File: src/rtl/mmu_flt_pkg.sv
package mmu_flt_pkg;

    localparam int OVF_BIT   = 0;
    localparam int AV_BIT    = 1;
    localparam int FT_LSB    = 2;
    localparam int FT_W      = 3;
    localparam int SUP_BIT   = 5;
    localparam int FETCH_BIT = 6;
    localparam int WR_BIT    = 7;
    localparam int ALT_BIT   = 16;
    localparam int MIN_SW    = ALT_BIT + 1;

    localparam logic [FT_W-1:0] FT_ACCESS_ERR = 3'd5;

    typedef struct packed {
        logic write;
        logic fetch;
        logic alt;
        logic super_mode;
    } flt_qual_t;

endpackage

File: src/rtl/mmu_flt_status.sv
module mmu_flt_status
    import mmu_flt_pkg::*;
#(
    parameter int SW = 32
) (
    input  logic          clk,
    input  logic          rst,
    input  logic          flt_valid,
    input  flt_qual_t     qual,
    input  logic          clr,
    output logic [SW-1:0] st_q
);

    typedef struct packed {
        logic [SW-1:0] st;
    } st_state_t;

    st_state_t s_d, s_q;
    logic [SW-1:0] base;
    logic [SW-1:0] new_bits;

    // Status bits contributed by the incoming fault.
    always_comb begin
        new_bits = '0;
        new_bits[AV_BIT] = 1'b1;
        new_bits[FT_LSB +: FT_W] = FT_ACCESS_ERR;
        new_bits[SUP_BIT] = qual.super_mode;
        new_bits[FETCH_BIT] = qual.fetch;
        new_bits[WR_BIT] = qual.write;
        new_bits[ALT_BIT] = qual.alt;
    end

    // Next-state logic. A fault wins over a clear: a read-clear first
    // empties the register, then any fault lands on what is left.
    always_comb begin
        s_d = s_q;
        base = clr ? '0 : s_q.st;
        if (flt_valid) begin
            s_d.st = ((base != '0) ? SW'(1) : '0) | new_bits;
        end else begin
            s_d.st = base;
        end
    end

    always_ff @(posedge clk) begin
        if (rst) begin
            s_q <= '0;
        end else begin
            s_q <= s_d;
        end
    end

    assign st_q = s_q.st;

    assert_fault_marks_R2: assert property (@(posedge clk) disable iff (rst)
        flt_valid |=> (st_q[AV_BIT] && st_q[FT_LSB +: FT_W] == FT_ACCESS_ERR));

    assert_overflow_mark_R3: assert property (@(posedge clk) disable iff (rst)
        (flt_valid && !clr && st_q != '0) |=> st_q[OVF_BIT]);

    assert_clear_priority_R8: assert property (@(posedge clk) disable iff (rst)
        (flt_valid && clr) |=> !st_q[OVF_BIT]);

    assert_read_clears_R7: assert property (@(posedge clk) disable iff (rst)
        (clr && !flt_valid) |=> (st_q == '0));

    assert_status_hold_R9: assert property (@(posedge clk) disable iff (rst)
        (!clr && !flt_valid) |=> $stable(st_q));

endmodule

File: src/rtl/mmu_flt_addr.sv
module mmu_flt_addr #(
    parameter int AW = 32
) (
    input  logic          clk,
    input  logic          rst,
    input  logic          flt_valid,
    input  logic [AW-1:0] flt_addr,
    output logic [AW-1:0] addr_q
);

    typedef struct packed {
        logic [AW-1:0] addr;
    } ad_state_t;

    ad_state_t a_d, a_q;

    always_comb begin
        a_d = a_q;
        if (flt_valid) begin
            a_d.addr = flt_addr;
        end
    end

    always_ff @(posedge clk) begin
        if (rst) begin
            a_q <= '0;
        end else begin
            a_q <= a_d;
        end
    end

    assign addr_q = a_q.addr;

    assert_addr_capture_R5: assert property (@(posedge clk) disable iff (rst)
        flt_valid |=> (addr_q == $past(flt_addr)));

    assert_addr_hold_R9: assert property (@(posedge clk) disable iff (rst)
        !flt_valid |=> $stable(addr_q));

endmodule

File: src/rtl/mmu_flt_trap.sv
module mmu_flt_trap (
    input  logic clk,
    input  logic rst,
    input  logic flt_valid,
    input  logic ctl_enable,
    input  logic ctl_nofault,
    output logic trap_q
);

    typedef struct packed {
        logic trap;
    } tr_state_t;

    tr_state_t t_d, t_q;

    always_comb begin
        t_d = t_q;
        t_d.trap = flt_valid && ctl_enable && !ctl_nofault;
    end

    always_ff @(posedge clk) begin
        if (rst) begin
            t_q <= '0;
        end else begin
            t_q <= t_d;
        end
    end

    assign trap_q = t_q.trap;

    assert_trap_taken_R6: assert property (@(posedge clk) disable iff (rst)
        (flt_valid && ctl_enable && !ctl_nofault) |=> trap_q);

    assert_trap_gated_R6: assert property (@(posedge clk) disable iff (rst)
        !(flt_valid && ctl_enable && !ctl_nofault) |=> !trap_q);

endmodule

File: src/rtl/mmu_fault_capture.sv
module mmu_fault_capture
    import mmu_flt_pkg::*;
#(
    parameter int AW = 32,
    parameter int SW = 32,
    localparam int DW = (AW > SW) ? AW : SW
) (
    input  logic          clk,
    input  logic          rst,
    input  logic          flt_valid,
    input  logic [AW-1:0] flt_addr,
    input  logic          flt_write,
    input  logic          flt_fetch,
    input  logic          flt_alt,
    input  logic          flt_super,
    input  logic          ctl_enable,
    input  logic          ctl_nofault,
    input  logic          rd_en,
    input  logic          rd_sel,
    output logic [DW-1:0] rd_data,
    output logic          trap_pulse
);

    flt_qual_t     qual;
    logic          st_clr;
    logic [SW-1:0] st_q;
    logic [AW-1:0] addr_q;

    assign qual = '{write: flt_write, fetch: flt_fetch,
                    alt: flt_alt, super_mode: flt_super};
    assign st_clr = rd_en && !rd_sel;

    mmu_flt_status #(.SW(SW)) u_status (
        .clk       (clk),
        .rst       (rst),
        .flt_valid (flt_valid),
        .qual      (qual),
        .clr       (st_clr),
        .st_q      (st_q)
    );

    mmu_flt_addr #(.AW(AW)) u_addr (
        .clk       (clk),
        .rst       (rst),
        .flt_valid (flt_valid),
        .flt_addr  (flt_addr),
        .addr_q    (addr_q)
    );

    mmu_flt_trap u_trap (
        .clk         (clk),
        .rst         (rst),
        .flt_valid   (flt_valid),
        .ctl_enable  (ctl_enable),
        .ctl_nofault (ctl_nofault),
        .trap_q      (trap_pulse)
    );

    // Read data comes straight from the registers in the cycle of the read.
    always_comb begin
        if (!rd_en) begin
            rd_data = '0;
        end else if (rd_sel) begin
            rd_data = DW'(addr_q);
        end else begin
            rd_data = DW'(st_q);
        end
    end

    initial begin
        assert_width_ok_R4: assert (SW >= MIN_SW);
    end

endmodule

File: config.mk
export PLATFORM = sky130hd
export DESIGN_NAME = mmu_fault_capture
export DESIGN_NICKNAME = d
export VERILOG_FILES = /design/src/rtl/mmu_flt_pkg.sv /design/src/rtl/mmu_flt_status.sv /design/src/rtl/mmu_flt_addr.sv /design/src/rtl/mmu_flt_trap.sv /design/src/rtl/mmu_fault_capture.sv
export SDC_FILE = /design/constraint.sdc
export NUM_CORES = 1
export LEC_CHECK = 0
export BUFFER_PORTS_ARGS = -buffer_cell sky130_fd_sc_hd__buf_2
export CORE_MARGIN = 2
export CORE_UTILIZATION = 25
export DETAILED_ROUTE_END_ITERATION = 10
export PLACE_DENSITY = 0.46
export SLEW_MARGIN = 15
export SYNTH_ARGS = -nofsm -noshare
export SYNTH_HDL_FRONTEND = slang
export SYNTH_SLANG_ARGS = --single-unit
export TNS_END_PERCENT = 20
File: constraint.sdc
create_clock -name clk -period 2.38 [get_ports clk]
set_input_delay 0.238 -clock clk [delete_from_list [all_inputs] [get_ports clk]]
set_output_delay 0.238 -clock clk [all_outputs]
set_load 0.02 [all_outputs]
# --- Word level (Yosys, flattened, before mapping) ---
# Cells that the tools add are included.
op_classes:
  n_reduce_logical: 6
  mux: 5
  bitwise: 1
ops:
  columns: ["operator", "count"]
  rows:
  - ["32-bit two-way mux", 4]
  - ["32-bit by 17-bit bitwise OR with 32-bit output", 1]
  - ["32-bit nonzero test", 1]
  - ["1-bit logical AND", 3]
  - ["1-bit zero test", 2]
  - ["1-bit two-way mux", 1]
totals:
  register_bits: 65
  in_bits: 43

# --- Depth between registers and ports, before layout ---
logic_depth:
  word_depth: 7
  depth_mapped: 5
  mapped_depth_nobuf: 3

# --- By module ---
# A second synthesis with hierarchy kept.
hier_totals:
  hier_cells: 270
  area_unflattened_um2: 2795.2
by_module_without_submodules:
  columns: ["mod", "n_inst", "area_per_inst_um2", "cells_per_inst"]
  rows:
  - ["mmu_flt_addr", 1, 1163.6, 103]
  - ["mmu_flt_status", 1, 989.7, 93]
  - ["mmu_fault_capture", 1, 609.3, 72]
  - ["mmu_flt_trap", 1, 32.5, 2]

# --- Worst setup path after synthesis ---
# No wires, ideal clock.
synth_timing:
  path_type: "input to output"
  start: "input port rd_sel"
  end: "output port rd_data[10]"
  n_path_buf: 2
  setup_slack_ns: 1.136
  path_stages: 4
  arrival_ns: 1.006
  path_cell_list: "buf_4 buf_4 mux2i_1 nor2b_1"
synth_between:
  elab_chain_len: 2
synth_lines:
  columns: ["element", "line", "rtl"]
  rows:
  - ["start, declared", "mmu_fault_capture.sv:19", "input logic rd_sel,"]
  - ["32-bit two-way mux", "mmu_fault_capture.sv:63", "end else if (rd_sel) begin"]
  - ["32-bit two-way mux", "mmu_fault_capture.sv:61", "if (!rd_en) begin"]
  - ["end, declared", "mmu_fault_capture.sv:20", "output logic [DW-1:0] rd_data,"]
# No other way between the ends.

# --- Worst setup path after layout ---
layout_timing:
  start: "input port rd_sel"
  end: "output port rd_data[13]"
# The elaborated chain is that of the path after synthesis.

==> flow_summary.ini <==
[outcome]
outcome = completed

[clocking]
cts_inserted_buffers = 9
cts_buffer_depth = 2
cts_tree = built
clk_latency_ns = 0.35
cts_sinks = 65
cts_setup_buffers = 0
htree_levels = 3
clkTransAtPathRegs_ns = 0.07
cts.hold.buffers_added = 0
cts.repair.resized = 0
ctsRootBufferMaster = clkbuf_8

[job]
maxCapViolCount = 0

[floorplan]
placementRows = 38
pin_count = 76
start_util_pct = 25.48
die_y_um = 108.6
die_w_um = 108.6
core_area_um2 = 10750
die_area_um2 = 11800

[yosys]
syn-num-nets = 307
syn_area_um2 = 2738
seq_area_frac_synth_pct = 47.53
synthTopCellsByArea = dfxtp_1 (48%), mux2i_1 (23%), nor2b_1 (7.3%)
yosysTopAreaCellShare_pct = 47.53
syn_inst = 264
synth_cell_types = 23
yosys.area.top_type = dfxtp_1
yosys_warnings = 0
synth_seq_cells = 65
syn-mean-instance-area_um2 = 10.37

[global_route]
grt_pass1_wl_um = 10400
grt_max_degree = 37
antenna_found_initial = 0
grt_pass1_vias = 1983
grt.overflow.total = 0
track_usage_pct = 11.79

[hold_path]
hp-class = input pin to flip-flop

[critical_path]
critPathLaunch = rd_sel
crit_type = input pin to primary output
crit_chain = buf_2 > buf_12 > mux2i_1 > nor2b_1 > buf_2
path_depth = 5
path_common_cell = buf_2
crit_fanout = 15
reg2reg_depth = 3
cp-start-kind = input pin
cp_num_buf_inv = 3
required_ns = 2.14
worstPathArrival_ns = 1.35
rrSetupSlack_ns = 1.10
cp-endpoint = rd_data[13]
worstReg2RegEnd = u_status.st_q[0]
crit_family = buffers and inverters
crit_path_max_incr_delay_ns = 0.39
cpMaxStageDelayCell = buf_2
endpoint_kind = primary output
r2r_start = u_status.st_q[25]

[timing]
setup_viol = 0
fin_setup_tns_ns = 0
drv_slew = 0
max_slew_margin_pct = 67.83
timing.final.hold_violations = 0
finalCritPeriodShare_pct = 66.63
rsz0062_at_grt = no
skew_ns = 0.007645
min_period_ns = 1.586
fmax_mhz = 630.6
tightest_slew_ns = 0.4825

[finish]
final_common_cell = buf_2
syn_to_final_growth_pct = 26.51
drive_gt1_share_pct = 29.07
nets = 383
n_antenna_cell = 0
n_fill_cell = 1203
mostFrequentLayoutCells = buf_2 (75), dfxtp_1 (65), mux2i_1 (64)

[place]
io_buffers = 75
place_congestion = 0.6832
detailed_place_hpwl_um = 4691

[route]
drtIter0Drc = 40
routed_wl_um = 6616
ant_nets = 0
wl_per_cell_um = 13.67
vias = 2016
dr.pass1.iters = 4
via_per_inst = 4.165
drc = 0

[power]
power.density_nw_per_um2 = 716.3
peakVddDrop_v = 0.0002371
power.leakage_nw = 1.648
power_mw = 2.481
stage by stage:
stage / area [um^2] / utilization [%] / setup slack (ns) / hold slack [ns] / std cells
2_1_floorplan: 2738 / - / 1.136 / 0.3637 / 264
3_3_place_gp: 3236 / 30.11 / 0.7672 / 0.4622 / 469
3_5_place_dp: 3236 / 30.11 / 0.7848 / 0.4664 / 469
4_1_cts: 3463 / 32.23 / 0.7830 / 0.09506 / 484
5_1_grt: 3463 / 32.23 / 0.7137 / 0.09745 / 484
6_report: 3463 / 32.23 / 0.7943 / 0.1088 / 484
state kept, by name (all words and copies together) (netlist names):
signal,flops
u_addr.addr_q,32
u_trap.trap_q,1
u_status.st_q,32
Yosys cell counts (all sizes together):
cell type,number
dfxtp,65
mux2i,64
nor2,37
nor2b,33
and2,24
buf,11
clkbuf,6
nor4,6
a22o,4
a21oi,3
nor3,3
and2b,1
and3b,1
nand2,1
nand2b,1
nand3,1
nand4,1
nor4b,1
o31a,1
area by class of cell:
type / instances / area, um^2 / share of cell area, %
Multi-Input combinational cell: 182 / 1319 / 38.08
Sequential cell: 65 / 1301 / 37.57
Timing Repair Buffer: 82 / 440.4 / 12.72
Tap cell: 140 / 175.2 / 5.058
Clock buffer: 11 / 151.4 / 4.371
Clock inverter: 4 / 76.32 / 2.204
power by group:
part	switching, mW	internal (mW)
Combinational	0.132	0.119
Clock	0.435	0.643
Sequential	0.0233	1.13
Total	0.590	1.89
cell families (layout without fill, tap and decap cells):
kind of cell | Yosys count | after routing | synth area share (%)
DFF | 65 | 65 | 47.53
AOI/OAI and AO/OA | 8 | 8 | 2.148
muxes | 64 | 64 | 23.40
and+or+nand+nor | 110 | 110 | 22.62
buffers and inverters | 17 | 97 | 4.296
routing by layer:
metal | up-vias | track usage [%] | wire length [um]
met1 | 929 | 14.34 | 2988
met5 | - | 0 | 0
li1 | 1040 | - | -
met3 | 9 | 2.510 | 260
met2 | 38 | 19.33 | 3221
met4 | 0 | 6.593 | 145
worst min path at each step:
stage,cells past startpoint,start,endpoint
2_1_floorplan,1,flt_alt,u_status.st_q[16]
3_3_place_gp,2,flt_alt,u_status.st_q[16]
3_5_place_dp,2,flt_write,u_status.st_q[7]
4_1_cts,2,flt_write,u_status.st_q[7]
5_1_grt,2,flt_alt,u_status.st_q[16]
6_report,2,flt_alt,u_status.st_q[16]
Note: power is estimated with default switching activity, not from simulation.
